## config.mk

```make
export PLATFORM = sky130hd
export DESIGN_NAME = gpio_expander_core
export DESIGN_NICKNAME = d
export VERILOG_FILES = /design/src/rtl/gpx_pkg.sv /design/src/rtl/gpx_sync.sv /design/src/rtl/gpx_port.sv /design/src/rtl/gpx_rdmux.sv /design/src/rtl/gpio_expander_core.sv
export SDC_FILE = /design/constraint.sdc
export NUM_CORES = 1
export LEC_CHECK = 0
export BUFFER_PORTS_ARGS = -buffer_cell sky130_fd_sc_hd__buf_2
export CORE_ASPECT_RATIO = 0.7
export CORE_MARGIN = 1
export CORE_UTILIZATION = 40
export CTS_CLUSTER_SIZE = 30
export DETAILED_ROUTE_END_ITERATION = 12
export GPL_ROUTABILITY_DRIVEN = 1
export GPL_TIMING_DRIVEN = 0
export SYNTH_ARGS = -nofsm -noshare
export SYNTH_HDL_FRONTEND = slang
export SYNTH_SLANG_ARGS = --single-unit
```

## constraint.sdc

```tcl
create_clock -name clk -period 3.72 [get_ports clk]
set_input_delay 1.116 -clock clk [delete_from_list [all_inputs] [get_ports clk]]
set_output_delay 1.116 -clock clk [all_outputs]
set_load 0.05 [all_outputs]
```

## src/rtl/gpx_pkg.sv

```systemverilog
package gpx_pkg;
   typedef enum logic [1:0] {
      KIND_IN  = 2'd0,
      KIND_OUT = 2'd1,
      KIND_INV = 2'd2,
      KIND_DIR = 2'd3
   } gpx_kind_e;
endpackage

```

## src/rtl/gpx_sync.sv

```systemverilog
module gpx_sync #(
   parameter int W      = 8,
   parameter int STAGES = 2
) (
   input  logic         clk,
   input  logic         rst_n,
   input  logic [W-1:0] d,
   output logic [W-1:0] q
);
   if (STAGES < 2) begin : g_bad_stages
      $error("gpx_sync: STAGES must be at least 2");
   end
   if (W < 1) begin : g_bad_width
      $error("gpx_sync: W must be positive");
   end

   logic [W-1:0] stg [STAGES];

   always_ff @(posedge clk or negedge rst_n) begin
      if (!rst_n) begin
         for (int i = 0; i < STAGES; i++) stg[i] <= '0;
      end else begin
         stg[0] <= d;
         for (int i = 1; i < STAGES; i++) stg[i] <= stg[i-1];
      end
   end

   assign q = stg[STAGES-1];
endmodule

```

## src/rtl/gpx_port.sv

```systemverilog
module gpx_port
   import gpx_pkg::*;
#(
   parameter int           W       = 8,
   parameter logic [W-1:0] OUT_RST = '1,
   parameter logic [W-1:0] INV_RST = '0,
   parameter logic [W-1:0] DIR_RST = '1
) (
   input  logic         clk,
   input  logic         rst_n,
   input  logic         wr_en,
   input  logic         cap_en,
   input  gpx_kind_e    kind,
   input  logic [W-1:0] wdata,
   input  logic [W-1:0] pin_s,
   output logic [W-1:0] dir_q,
   output logic [W-1:0] out_q,
   output logic [W-1:0] inv_q,
   output logic [W-1:0] chg,
   output logic [W-1:0] rd_val
);
   logic [W-1:0] cap_q;

   always_ff @(posedge clk or negedge rst_n) begin
      if (!rst_n) begin
         dir_q <= DIR_RST;
         out_q <= OUT_RST;
         inv_q <= INV_RST;
      end else if (wr_en) begin
         case (kind)
            KIND_OUT: out_q <= wdata;
            KIND_INV: inv_q <= wdata;
            KIND_DIR: dir_q <= wdata;
            default:  ;
         endcase
      end
   end

   always_ff @(posedge clk or negedge rst_n) begin
      if (!rst_n)      cap_q <= '0;
      else if (cap_en) cap_q <= pin_s;
   end

   assign chg = dir_q & (pin_s ^ cap_q);

   always_comb begin
      case (kind)
         KIND_IN:  rd_val = pin_s ^ inv_q;
         KIND_OUT: rd_val = out_q;
         KIND_INV: rd_val = inv_q;
         default:  rd_val = dir_q;
      endcase
   end
endmodule

```

## src/rtl/gpx_rdmux.sv

```systemverilog
module gpx_rdmux #(
   parameter int N     = 3,
   parameter int W     = 8,
   parameter int IDX_W = 2
) (
   input  logic [N*W-1:0]   vals,
   input  logic [IDX_W-1:0] sel,
   output logic [W-1:0]     dout
);
   always_comb begin
      dout = '0;
      for (int i = 0; i < N; i++) begin
         if (sel == IDX_W'(i)) dout = vals[i*W +: W];
      end
   end
endmodule

```

## src/rtl/gpio_expander_core.sv

```systemverilog
module gpio_expander_core
   import gpx_pkg::*;
#(
   parameter int         NUM_PORTS   = 3,
   parameter int         PORT_W      = 8,
   parameter int         IDX_W       = 2,
   parameter int         SYNC_STAGES = 2,
   parameter logic [6:0] BASE_ADDR   = 7'h22
) (
   input  logic                           clk,
   input  logic                           rst_n,
   input  logic                           host_wr,
   input  logic                           host_rd,
   input  logic [1:0]                     host_kind,
   input  logic [IDX_W-1:0]               host_port,
   input  logic [PORT_W-1:0]              host_wdata,
   output logic [PORT_W-1:0]              host_rdata,
   input  logic [NUM_PORTS*PORT_W-1:0]    pin_in,
   output logic [NUM_PORTS*PORT_W-1:0]    pin_oe,
   output logic [NUM_PORTS*PORT_W-1:0]    pin_out,
   output logic                           irq_n,
   input  logic                           addr_sel,
   output logic [6:0]                     bus_addr
);
   localparam int PINS = NUM_PORTS * PORT_W;

   if (NUM_PORTS < 1 || NUM_PORTS > (1 << IDX_W)) begin : g_bad_ports
      $error("gpio_expander_core: NUM_PORTS must fit the port number field");
   end
   if (PORT_W < 1) begin : g_bad_w
      $error("gpio_expander_core: PORT_W must be positive");
   end

   gpx_kind_e             kind;
   logic [PINS-1:0]       pin_s;
   logic [PINS-1:0]       chg_all;
   logic [PINS-1:0]       rd_all;
   logic [PINS-1:0]       dir_all;

   assign kind = gpx_kind_e'(host_kind);

   gpx_sync #(.W(PINS), .STAGES(SYNC_STAGES)) u_sync (
      .clk   (clk),
      .rst_n (rst_n),
      .d     (pin_in),
      .q     (pin_s)
   );

   for (genvar p = 0; p < NUM_PORTS; p++) begin : g_port
      localparam logic [IDX_W-1:0] MY_IDX = IDX_W'(p);
      logic hit, wr_en, cap_en;
      logic [PORT_W-1:0] inv_unused;

      assign hit    = (host_port == MY_IDX);
      assign wr_en  = host_wr && hit;
      assign cap_en = host_rd && hit && (kind == KIND_IN);

      gpx_port #(.W(PORT_W)) u_port (
         .clk    (clk),
         .rst_n  (rst_n),
         .wr_en  (wr_en),
         .cap_en (cap_en),
         .kind   (kind),
         .wdata  (host_wdata),
         .pin_s  (pin_s[p*PORT_W +: PORT_W]),
         .dir_q  (dir_all[p*PORT_W +: PORT_W]),
         .out_q  (pin_out[p*PORT_W +: PORT_W]),
         .inv_q  (inv_unused),
         .chg    (chg_all[p*PORT_W +: PORT_W]),
         .rd_val (rd_all[p*PORT_W +: PORT_W])
      );
   end

   gpx_rdmux #(.N(NUM_PORTS), .W(PORT_W), .IDX_W(IDX_W)) u_rdmux (
      .vals (rd_all),
      .sel  (host_port),
      .dout (host_rdata)
   );

   assign pin_oe   = ~dir_all;
   assign irq_n    = ~(|chg_all);
   assign bus_addr = {BASE_ADDR[6:1], addr_sel};
endmodule

```

==> flow_summary.yaml <==
yosys:
  seq_area_frac_synth_pct: 57.8
  ys_warn_count: 0
  yosysTopAreaCell: "dfrtp_1"
  synthTopCellsByArea: "dfrtp_1 38%, dfstp_2 20%, mux2_2 12%, xnor2_1 6.2%, mux2i_1 3.5%"
  synth_top_area_share_pct: 37.9
  async_reset_ff_share_pct: 100
  netlist_top_cells_count: "96 x dfrtp_1, 66 x mux2_2, 48 x dfstp_2"
  synth_flop_cell: "dfrtp_1"
  netlist_area_sq_um: 6340
  synth-seq-cells: 144
  yosysMostFrequentCell: "dfrtp_1"
  netlist_instances: 498
  yosysUniqueCellTypes: 39
  synth_edf_count: 0
  avgSynthCellArea_sq_um: 12.7
placement:
  placed_area_sq_um: 7150
  gp_congestion: 0.836
  numPortBuffers: 94
  dp_cells: 797
  place_hpwl_um: 11800
sta:
  clock_skew_ps: 6.39
  finalCriticalPeriod_ps: 3700
  finalHoldViolCount: 0
  setup_viol: 0
  holdWs_ps: 345
  drv_slew: 0
  tns_ps: 0
  worst_pin_slew_ps: 737
  fmax_mhz: 270
  slew_headroom_pct: 50.7
  rsz0062_at_grt: "no"
  finalCritPeriodShare_pct: 99.5
drt:
  drtPass1Iterations: 9
  drt_iter0_drc: 280
  dr_total_vias: 4292
  routed_wl_um: 16400
  routed_via_density: 5.16
  drc: 8
  postRouteAntennaNets: 0
  wl_per_cell_um: 19.7
clocking:
  cts_tree: "built"
  htreeDepth: 4
  cts_sinks: 144
  clock_latency_ps: 430
  root_buffer: "clkbuf_16"
  cts_hold_buf: 0
  cts_buffer_depth: 2
  cts_made_buffers: 17
  path_clk_slew_ps: 60
grt:
  antenna_found_initial: 0
  grt_pass1_vias: 4451
  grt_usage_pct: 21.9
  gr-total-overflow: 0
  grt_pass1_wl_um: 25800
  grt_max_degree: 85
floorplanning:
  dieArea_sq_um: 16400
  design.core.area_sq_um: 15500
  num_io_pins: 105
  fp.dieW_um: 152
  die_y_um: 107
  num_rows: 38
  start_util_pct: 40.9
critical_path:
  path_delay_family: "multiplexers"
  crit_path_max_incr_delay_ps: 540
  cp_max_fo: 6
  slowest_stage: "mux4_2"
  worstPathCellList: "buf_6 -> buf_12 -> buf_12 -> mux2i_1 -> mux4_2 -> o22ai_4 -> buf_6"
  cp.required_ps: 2600
  critPathBufInv: 4
  crit_path_start_kind: "input port"
  crit_type: "input port to primary output"
  worst_ep_arrival_time_ps: 2580
  end_kind: "primary output"
cells_and_area:
  final_layout_size_suffix_gt1_share_pct: 46.4
  area_growth_pct: 25.0
  antenna_cells: 0
  finish.utilization_pct: 51.1
  fin_cells: 832
  finalInstanceArea_sq_um: 7920
  layout.nets: 660
run_status:
  failed_checks: "DRC"
  outcome: "finished with violations"
power:
  power_density_nw_per_um2: 685
  worst_ir_drop_vdd_uv: 320
  p_leak_uw: 0.00346
hold_path:
  hp-class: "flip-flop to flip-flop"
job:
  maxCapViolations: 0
==> power by group <==
part | leakage (uW) | switching, uW | internal [uW]
clock | 0.000296 | 650 | 1170
combinational | 0.00151 | 961 | 520
sequential | 0.00165 | 190 | 1930
total | 0.00346 | 1800 | 3620
==> registers in the layout, summed over array words and instances, names as in the netlist <==
signal / flops
g_port.u_port.dir_q: 24
u_sync.stg: 24
u_sync.q: 24
g_port.u_port.out_q: 24
g_port.u_port.cap_q: 24
g_port.u_port.inv_q: 24
==> cell type report <==
type	count	area (sq um)
Fill cell	1343	7580
Sequential cell	144	3660
Multi-Input combinational cell	304	2480
Timing Repair Buffer	99	593
Clock buffer	23	478
Tap cell	200	250
Buffer	26	201
Clock inverter	9	155
Inverter	27	101
==> placed cells by master, fill, tap and decap left out, drive strengths merged, types with 2 or more instances in the layout <==
cell,count
a221oi,2
mux2i,22
mux4,6
clkinvlp,4
o21ai,35
o22ai,18
nor2b,14
o221ai,2
dfrtp,96
nand3,2
dfstp,48
bufinv,4
nor4,3
clkbuf,27
mux2,71
inv,27
a21oi,5
conb,6
xnor2,45
nor3,2
nor2,11
nand2,37
nand2b,13
buf,121
==> routing by layer <==
layer / share of wire, % / vias up / global-route usage (%)
met5: 0 / - / 0
met4: 1.4 / 0 / 7.29
met3: 8.5 / 22 / 6.44
met2: 44 / 153 / 32.6
met1: 46 / 2182 / 30.6
li1: - / 1935 / -
==> worst reg2reg max path, stage by stage (launching register included) <==
cell and delay (ps):
dfstp_2 530, inv_1 100, o21ai_0 190
==> kinds of logic (layout without fill, tap and decap cells) <==
family                    after synthesis  after routing  share of synthesized area, %
DFF                                   144            144                          57.8
AOI/OAI and AO/OA                      66             66                          6.02
other                                   2              6                         0.119
muxes                                  99             99                          18.2
buffers and inverters                  54            184                          4.30
xor gates and xnor gates               45             45                          6.22
and+or+nand+nor                        88             88                          7.31
==> per-stage QoR <==
stage / power (uW) / setup WS (ps)
6_report: 5430 / 19.9
5_1_grt: 5670 / 3.39
3_3_place_gp: 3550 / -473
4_1_cts: 5460 / 8.16
2_1_floorplan: 3190 / 48.9
3_5_place_dp: 3590 / -436
==> worst paths after layout <==
path	from	endpoint	slack [ps]	depth (start not counted)
worst max-delay path	host_kind[1]	host_rdata[0]	20	7
worst min-delay path	u_sync.stg[40]	u_sync.q[16]	350	0
worst max register to register	g_port[2].u_port.dir_q[0]	g_port[2].u_port.dir_q[0]	2830	2
worst min register to register	u_sync.stg[40]	u_sync.q[16]	350	0
max in group asynchronous	rst_n	g_port[2].u_port.out_q[4]	2210	2
min in group asynchronous	rst_n	u_sync.stg[37]	680	1
==> repair_timing <==
action / in CTS / in global routing
setup buffers: 3 / 0
setup endpoints to repair: 8 / 6
pin swaps: 1 / 1
gates resized for setup: 22 / 11
gates cloned: 1 / 0
Power figures use the tool's default switching activity.
